===== config.mk =====
export PLATFORM = sky130hd
export DESIGN_NAME = clkdiv_switch
export DESIGN_NICKNAME = d
export VERILOG_FILES = /design/src/rtl/clkdiv_pkg.sv /design/src/rtl/clkdiv_req_hold.sv /design/src/rtl/clkdiv_ctr.sv /design/src/rtl/clkdiv_switch.sv
export SDC_FILE = /design/constraint.sdc
export NUM_CORES = 1
export LEC_CHECK = 0
export ABC_AREA = 1
export CAP_MARGIN = 15
export CORE_MARGIN = 1.5
export CORE_UTILIZATION = 50
export DETAILED_ROUTE_END_ITERATION = 6
export DONT_BUFFER_PORTS = 1
export PLACE_DENSITY = 0.78
export SYNTH_ARGS = -nofsm -noshare
export SYNTH_HDL_FRONTEND = slang
export SYNTH_SLANG_ARGS = --single-unit

===== constraint.sdc =====
create_clock -name clk_src -period 1.45 [get_ports clk_src]
set_input_delay 0.0725 -clock clk_src [delete_from_list [all_inputs] [get_ports clk_src]]
set_output_delay 0.0725 -clock clk_src [all_outputs]
set_load 0.1 [all_outputs]

===== src/rtl/clkdiv_pkg.sv =====
package clkdiv_pkg;
   // counter width needed for the largest ratio (at least one bit)
   function automatic int unsigned cd_cnt_w(input int unsigned max_code);
      return (max_code < 1) ? 1 : max_code;
   endfunction

   // pending request held between a write and the next divided edge
   typedef struct packed {
      logic       vld;
      logic [7:0] code;
   } cd_req_t;
endpackage


===== src/rtl/clkdiv_req_hold.sv =====
module clkdiv_req_hold
   import clkdiv_pkg::*;
#(
   parameter int unsigned SEL_W    = 4,
   parameter int unsigned MAX_CODE = 8
)(
   input  logic             clk,
   input  logic             rst_n,
   input  logic             wr_i,
   input  logic [SEL_W-1:0] sel_i,
   input  logic             take_i,
   output logic             pend_vld_o,
   output logic [SEL_W-1:0] pend_code_o
);
   localparam logic [SEL_W-1:0] TOP_CODE = SEL_W'(MAX_CODE);

   cd_req_t req_q;
   logic    legal;

   assign legal = (sel_i <= TOP_CODE);

   always_ff @(posedge clk or negedge rst_n) begin
      if (!rst_n) begin
         req_q <= '0;
      end else if (wr_i && legal) begin
         // newest legal write wins, even on the edge that consumes the old one
         req_q.vld  <= 1'b1;
         req_q.code <= 8'(sel_i);
      end else if (take_i) begin
         req_q.vld <= 1'b0;
      end
   end

   assign pend_vld_o  = req_q.vld;
   assign pend_code_o = req_q.code[SEL_W-1:0];
endmodule


===== src/rtl/clkdiv_ctr.sv =====
module clkdiv_ctr
   import clkdiv_pkg::*;
#(
   parameter int unsigned SEL_W    = 4,
   parameter int unsigned MAX_CODE = 8
)(
   input  logic             clk,
   input  logic             rst_n,
   input  logic [SEL_W-1:0] code_i,
   output logic             term_o
);
   localparam int unsigned CNT_W = cd_cnt_w(MAX_CODE);

   logic [CNT_W-1:0] cnt_q;
   logic [CNT_W-1:0] limit;

   // terminal count is 2^code - 1: one bit per counter stage
   for (genvar i = 0; i < CNT_W; i++) begin : g_lim
      assign limit[i] = (code_i > SEL_W'(i));
   end

   assign term_o = (cnt_q == limit);

   always_ff @(posedge clk or negedge rst_n) begin
      if (!rst_n)      cnt_q <= '0;
      else if (term_o) cnt_q <= '0;
      else             cnt_q <= cnt_q + 1'b1;
   end
endmodule


===== src/rtl/clkdiv_switch.sv =====
module clkdiv_switch #(
   parameter int unsigned SEL_W    = 4,
   parameter int unsigned MAX_CODE = 8
)(
   input  logic             clk_src,
   input  logic             rst_src_n,
   input  logic             div_wr,
   input  logic [SEL_W-1:0] div_sel,
   output logic             sys_en,
   output logic [SEL_W-1:0] div_act
);
   if (SEL_W < 1 || SEL_W > 8) begin : g_bad_w
      $error("clkdiv_switch: SEL_W must be 1..8");
   end
   if (MAX_CODE < 1 || MAX_CODE >= (1 << SEL_W)) begin : g_bad_max
      $error("clkdiv_switch: MAX_CODE must fit in SEL_W bits and be at least 1");
   end

   logic             term;
   logic             pend_vld;
   logic [SEL_W-1:0] pend_code;
   logic [SEL_W-1:0] act_q;
   logic             apply;

   assign apply = term && pend_vld;

   clkdiv_req_hold #(.SEL_W(SEL_W), .MAX_CODE(MAX_CODE)) u_req (
      .clk        (clk_src),
      .rst_n      (rst_src_n),
      .wr_i       (div_wr),
      .sel_i      (div_sel),
      .take_i     (apply),
      .pend_vld_o (pend_vld),
      .pend_code_o(pend_code)
   );

   clkdiv_ctr #(.SEL_W(SEL_W), .MAX_CODE(MAX_CODE)) u_ctr (
      .clk    (clk_src),
      .rst_n  (rst_src_n),
      .code_i (act_q),
      .term_o (term)
   );

   // ratio swaps only at a divided edge; counter restarts on that same edge
   always_ff @(posedge clk_src or negedge rst_src_n) begin
      if (!rst_src_n)  act_q <= '0;
      else if (apply)  act_q <= pend_code;
   end

   assign sys_en  = term;
   assign div_act = act_q;
endmodule


==> flow_metrics.env <==
export IMPL_status="complete, but fails checks"
export IMPL_synth_top_cell_area_share_pct=41.8
export IMPL_fin_area_um2=1450
export IMPL_clock_root_buffer="clkbuf_4"
export IMPL_fin_crit_sh_pct=136
export IMPL_violations="setup timing"
export IMPL_ys_seq_area_share_pct=41.8
export IMPL_rrSetupSlack_ns=-0.45
export IMPL_antennaDiodeCount=0
export IMPL_finalCriticalPeriod_ns=1.97
export IMPL_layout_cells_non_filler=201
export IMPL_p_per_area_nw_per_um2=2270
export IMPL_critPathArrivalTime_ns=1.89
export IMPL_num_vias=1109
export IMPL_die_h_um=48.1
export IMPL_cts_made_buffers=3
export IMPL_crit_path_top_delay_cell="dfrtp_4"
export IMPL_viasPerCell=5.52
export IMPL_critPathRequiredTime_ns=1.38
export IMPL_cts_max_path_buffers=2
export IMPL_critPathKind="reg -> out"
export IMPL_core_area_um2=1940
export IMPL_whs_ns=0.0569
export IMPL_maxSlewViolCount=0
export IMPL_die_w_um=48.1
export IMPL_cts_tree="yes"
export IMPL_fin_skew_ns=0.00313
export IMPL_die_area_um2=2320
export IMPL_wl_met3_um=244
export IMPL_yosysTopAreaCell="dfrtp_1"
export IMPL_rows=16
export IMPL_rsz0062_at_grt="yes"
export IMPL_worst_slack_ns=-0.517
export IMPL_place_inst=185
export IMPL_r2r_cells=12
export IMPL_start_util_pct=52.4
export IMPL_htree_levels=1
export IMPL_ios=12
export IMPL_drtIter0Drc=52
export IMPL_hold_path_class="in -> reg"
export IMPL_tightest_slew_ns=0.764
export IMPL_wl_met1_um=1090
export IMPL_grt_max_degree=18
export IMPL_end_kind="output port"
export IMPL_cp_cell_sequence="nor2_4, nand2_2, nand2_1, nand2_1, nor2_1, nand2_2, nor2_4, buf_12, buf_12"
export IMPL_synth_warnings=0
export IMPL_cp_max_fo=6
export IMPL_critPathMaxStageDelay_ns=0.52
export IMPL_ir_drop_mv=1.41
export IMPL_detail_route_wl_per_cell_um=15.1
export IMPL_min_to="u_req.pend_code_o[1]$_DFFE_PN0P_"
export IMPL_crit_path_start_kind="flip-flop"
export IMPL_setup_viol=14
export IMPL_post_dp_hpwl_um=1840
export IMPL_fin_nets=183
export IMPL_grt_pass1_wl_um=3900
export IMPL_firstDrtPassIters=4
export IMPL_synth_cell_types=18
export IMPL_synth_ff_latch_count=17
export IMPL_fillCellCount=146
export IMPL_routed_wirelength_um=3030
export IMPL_dr_wl_met2_um=1600
export IMPL_clk_latency_ns=0.30
export IMPL_r2r_end="div_act[3]$_DFFE_PN0P_"
export IMPL_fmax_mhz=508
export IMPL_clk_pin_slew_ns=0.10
export IMPL_finalSetupTns_ns=-5.33
export IMPL_synthArstFlopShare_pct=100
export IMPL_drc=0
export IMPL_routed_top_layer="met4"
export IMPL_min_delay_start="div_sel[2]"
export IMPL_leakage_nw=0.748
export IMPL_antenna_found_initial=0
export IMPL_drive_gt1_share_pct=30.5
export IMPL_synth_edf_count=0
export IMPL_synth_avg_cell_area_um2=7.02
export IMPL_cts_sinks=17
export IMPL_syn_to_final_growth_pct=42.5
export IMPL_synthFlopType="dfrtp_1"
export IMPL_gp_congestion=0.917
export IMPL_yosys_top_cells_area="dfrtp_1 42%, nand2_1 21%, nand3_1 9.3%"
export IMPL_synth_area_um2=1020
export IMPL_timing_rr_start="div_act[2]$_DFFE_PN0P_"
export IMPL_syn_inst=145
export IMPL_port_buffer_count=0
export IMPL_finalHoldViolations=0
export IMPL_drv_cap=0
export IMPL_overflow=0
export IMPL_postLayoutCoreUtil_pct=74.7
export IMPL_place_area_um2=1190
export IMPL_grtUsageTotal_pct=24.3
export IMPL_syn_nets=153
export IMPL_relSlewSlack_pct=48.9
export IMPL_drtAntennaViolNets=0
export IMPL_min_path_cells=3
export IMPL_grt_pass1_vias=936
cell families after synthesis:
group / after synthesis / synth area share, %
AO/OA/AOI/OAI: 4 / 2.21
AND/OR/NAND/NOR: 102 / 45.3
XOR/XNOR: 2 / 1.72
flip-flops: 17 / 41.8
buffers and inverters: 19 / 7.74
adder cells (fa/ha/maj): 1 / 1.23
stage by stage:
| stage | total power [W] | setup slack, ns |
|---|---|---|
| global route | 0.00351 | -0.565 |
| global placement | 0.00256 | -0.130 |
| finish | 0.00330 | -0.517 |
| detailed placement | 0.00264 | -0.176 |
| floorplan | 0.00215 | -0.271 |
| CTS | 0.00291 | -0.425 |
report_power, final:
part           total [W]  switching, W  leakage [nW]  internal (W)
Combinational    0.00212       0.00136         0.530      0.000758
Sequential      0.000919      0.000244         0.200      0.000676
Clock           0.000262      0.000159        0.0177      0.000103
Total            0.00330       0.00176         0.748       0.00154
placed cells by master, fill, tap and decap left out:
master / Yosys / layout
a21oi_1: 2 / 1
nor3_4: 0 / 4
nand2_2: 2 / 4
dfrtp_4: 0 / 4
ha_1: 1 / 1
dlygate4sd3_1: 0 / 7
buf_4: 0 / 14
clkbuf_16: 0 / 1
nor2_4: 2 / 2
nand3_2: 3 / 9
xor2_1: 2 / 2
buf_6: 1 / 1
clkbuf_4: 0 / 3
buf_12: 0 / 3
o21ai_0: 1 / 1
dfrtp_1: 17 / 13
nand3_1: 19 / 13
nand3b_1: 1 / 1
nor2_1: 14 / 10
nand2_1: 56 / 54
a21oi_2: 0 / 1
o31ai_1: 1 / 1
inv_1: 17 / 17
clkinv_2: 0 / 1
inv_4: 0 / 1
nand2_4: 1 / 1
nor2_2: 0 / 4
final cells by class:
type                    count  area [µm²]  share of cell area (%)
multi-input cells         109         608                    41.9
inverters                  18        70.1                    4.83
well taps                  27        33.8                    2.33
clock inverters             1        5.00                   0.345
flip-flops and latches     17         440                    30.3
clock buffers               3        22.5                    1.55
repair buffers             26         272                    18.7
synth_stat cells, types with 2 or more instances:
library cell  count
a21oi_1           2
dfrtp_1          17
inv_1            17
nand2_1          56
nand2_2           2
nand3_1          19
nand3_2           3
nor2_1           14
nor2_4            2
nor3_1            4
xor2_1            2
sequential cells by signal, summed over array words and instances (netlist names):
register           count
u_req.pend_code_o      4
u_req.pend_vld_o       1
div_act                4
u_ctr.cnt_q            8
worst max-delay path by stage:
stage	startpoint	to	slack, ns
after floorplan	div_act[3]$_DFFE_PN0P_	div_act[2]$_DFFE_PN0P_	-0.27
after global placement	div_act[3]$_DFFE_PN0P_	div_act[0]$_DFFE_PN0P_	-0.13
after detailed placement	div_act[3]$_DFFE_PN0P_	div_act[0]$_DFFE_PN0P_	-0.18
after CTS	div_act[2]$_DFFE_PN0P_	sys_en	-0.42
after global routing	div_act[2]$_DFFE_PN0P_	sys_en	-0.56
final	div_act[2]$_DFFE_PN0P_	sys_en	-0.52
repair_timing:
item	in CTS	in global routing
hold buffers	7	0
setup buffers	1	3
pin swaps	2	6
endpoints found under the setup margin	14	14
endpoints found under the hold margin	22	0
cloned	0	1
resized for setup	0	24
routing by layer:
layer	global-route usage (%)	vias to the layer above
li1	-	513
met1	32.6	519
met2	40.5	66
met3	2.96	11
met4	8.65	0
met5	0	-
critical path, delay by kind of cell, from the launching register on:
family	cells	cell delay, ns
buffers and inverters	2	0.28
flip-flops	1	0.52
AND/OR/NAND/NOR	7	0.79
No activity file was read; power rests on OpenSTA's default activity.
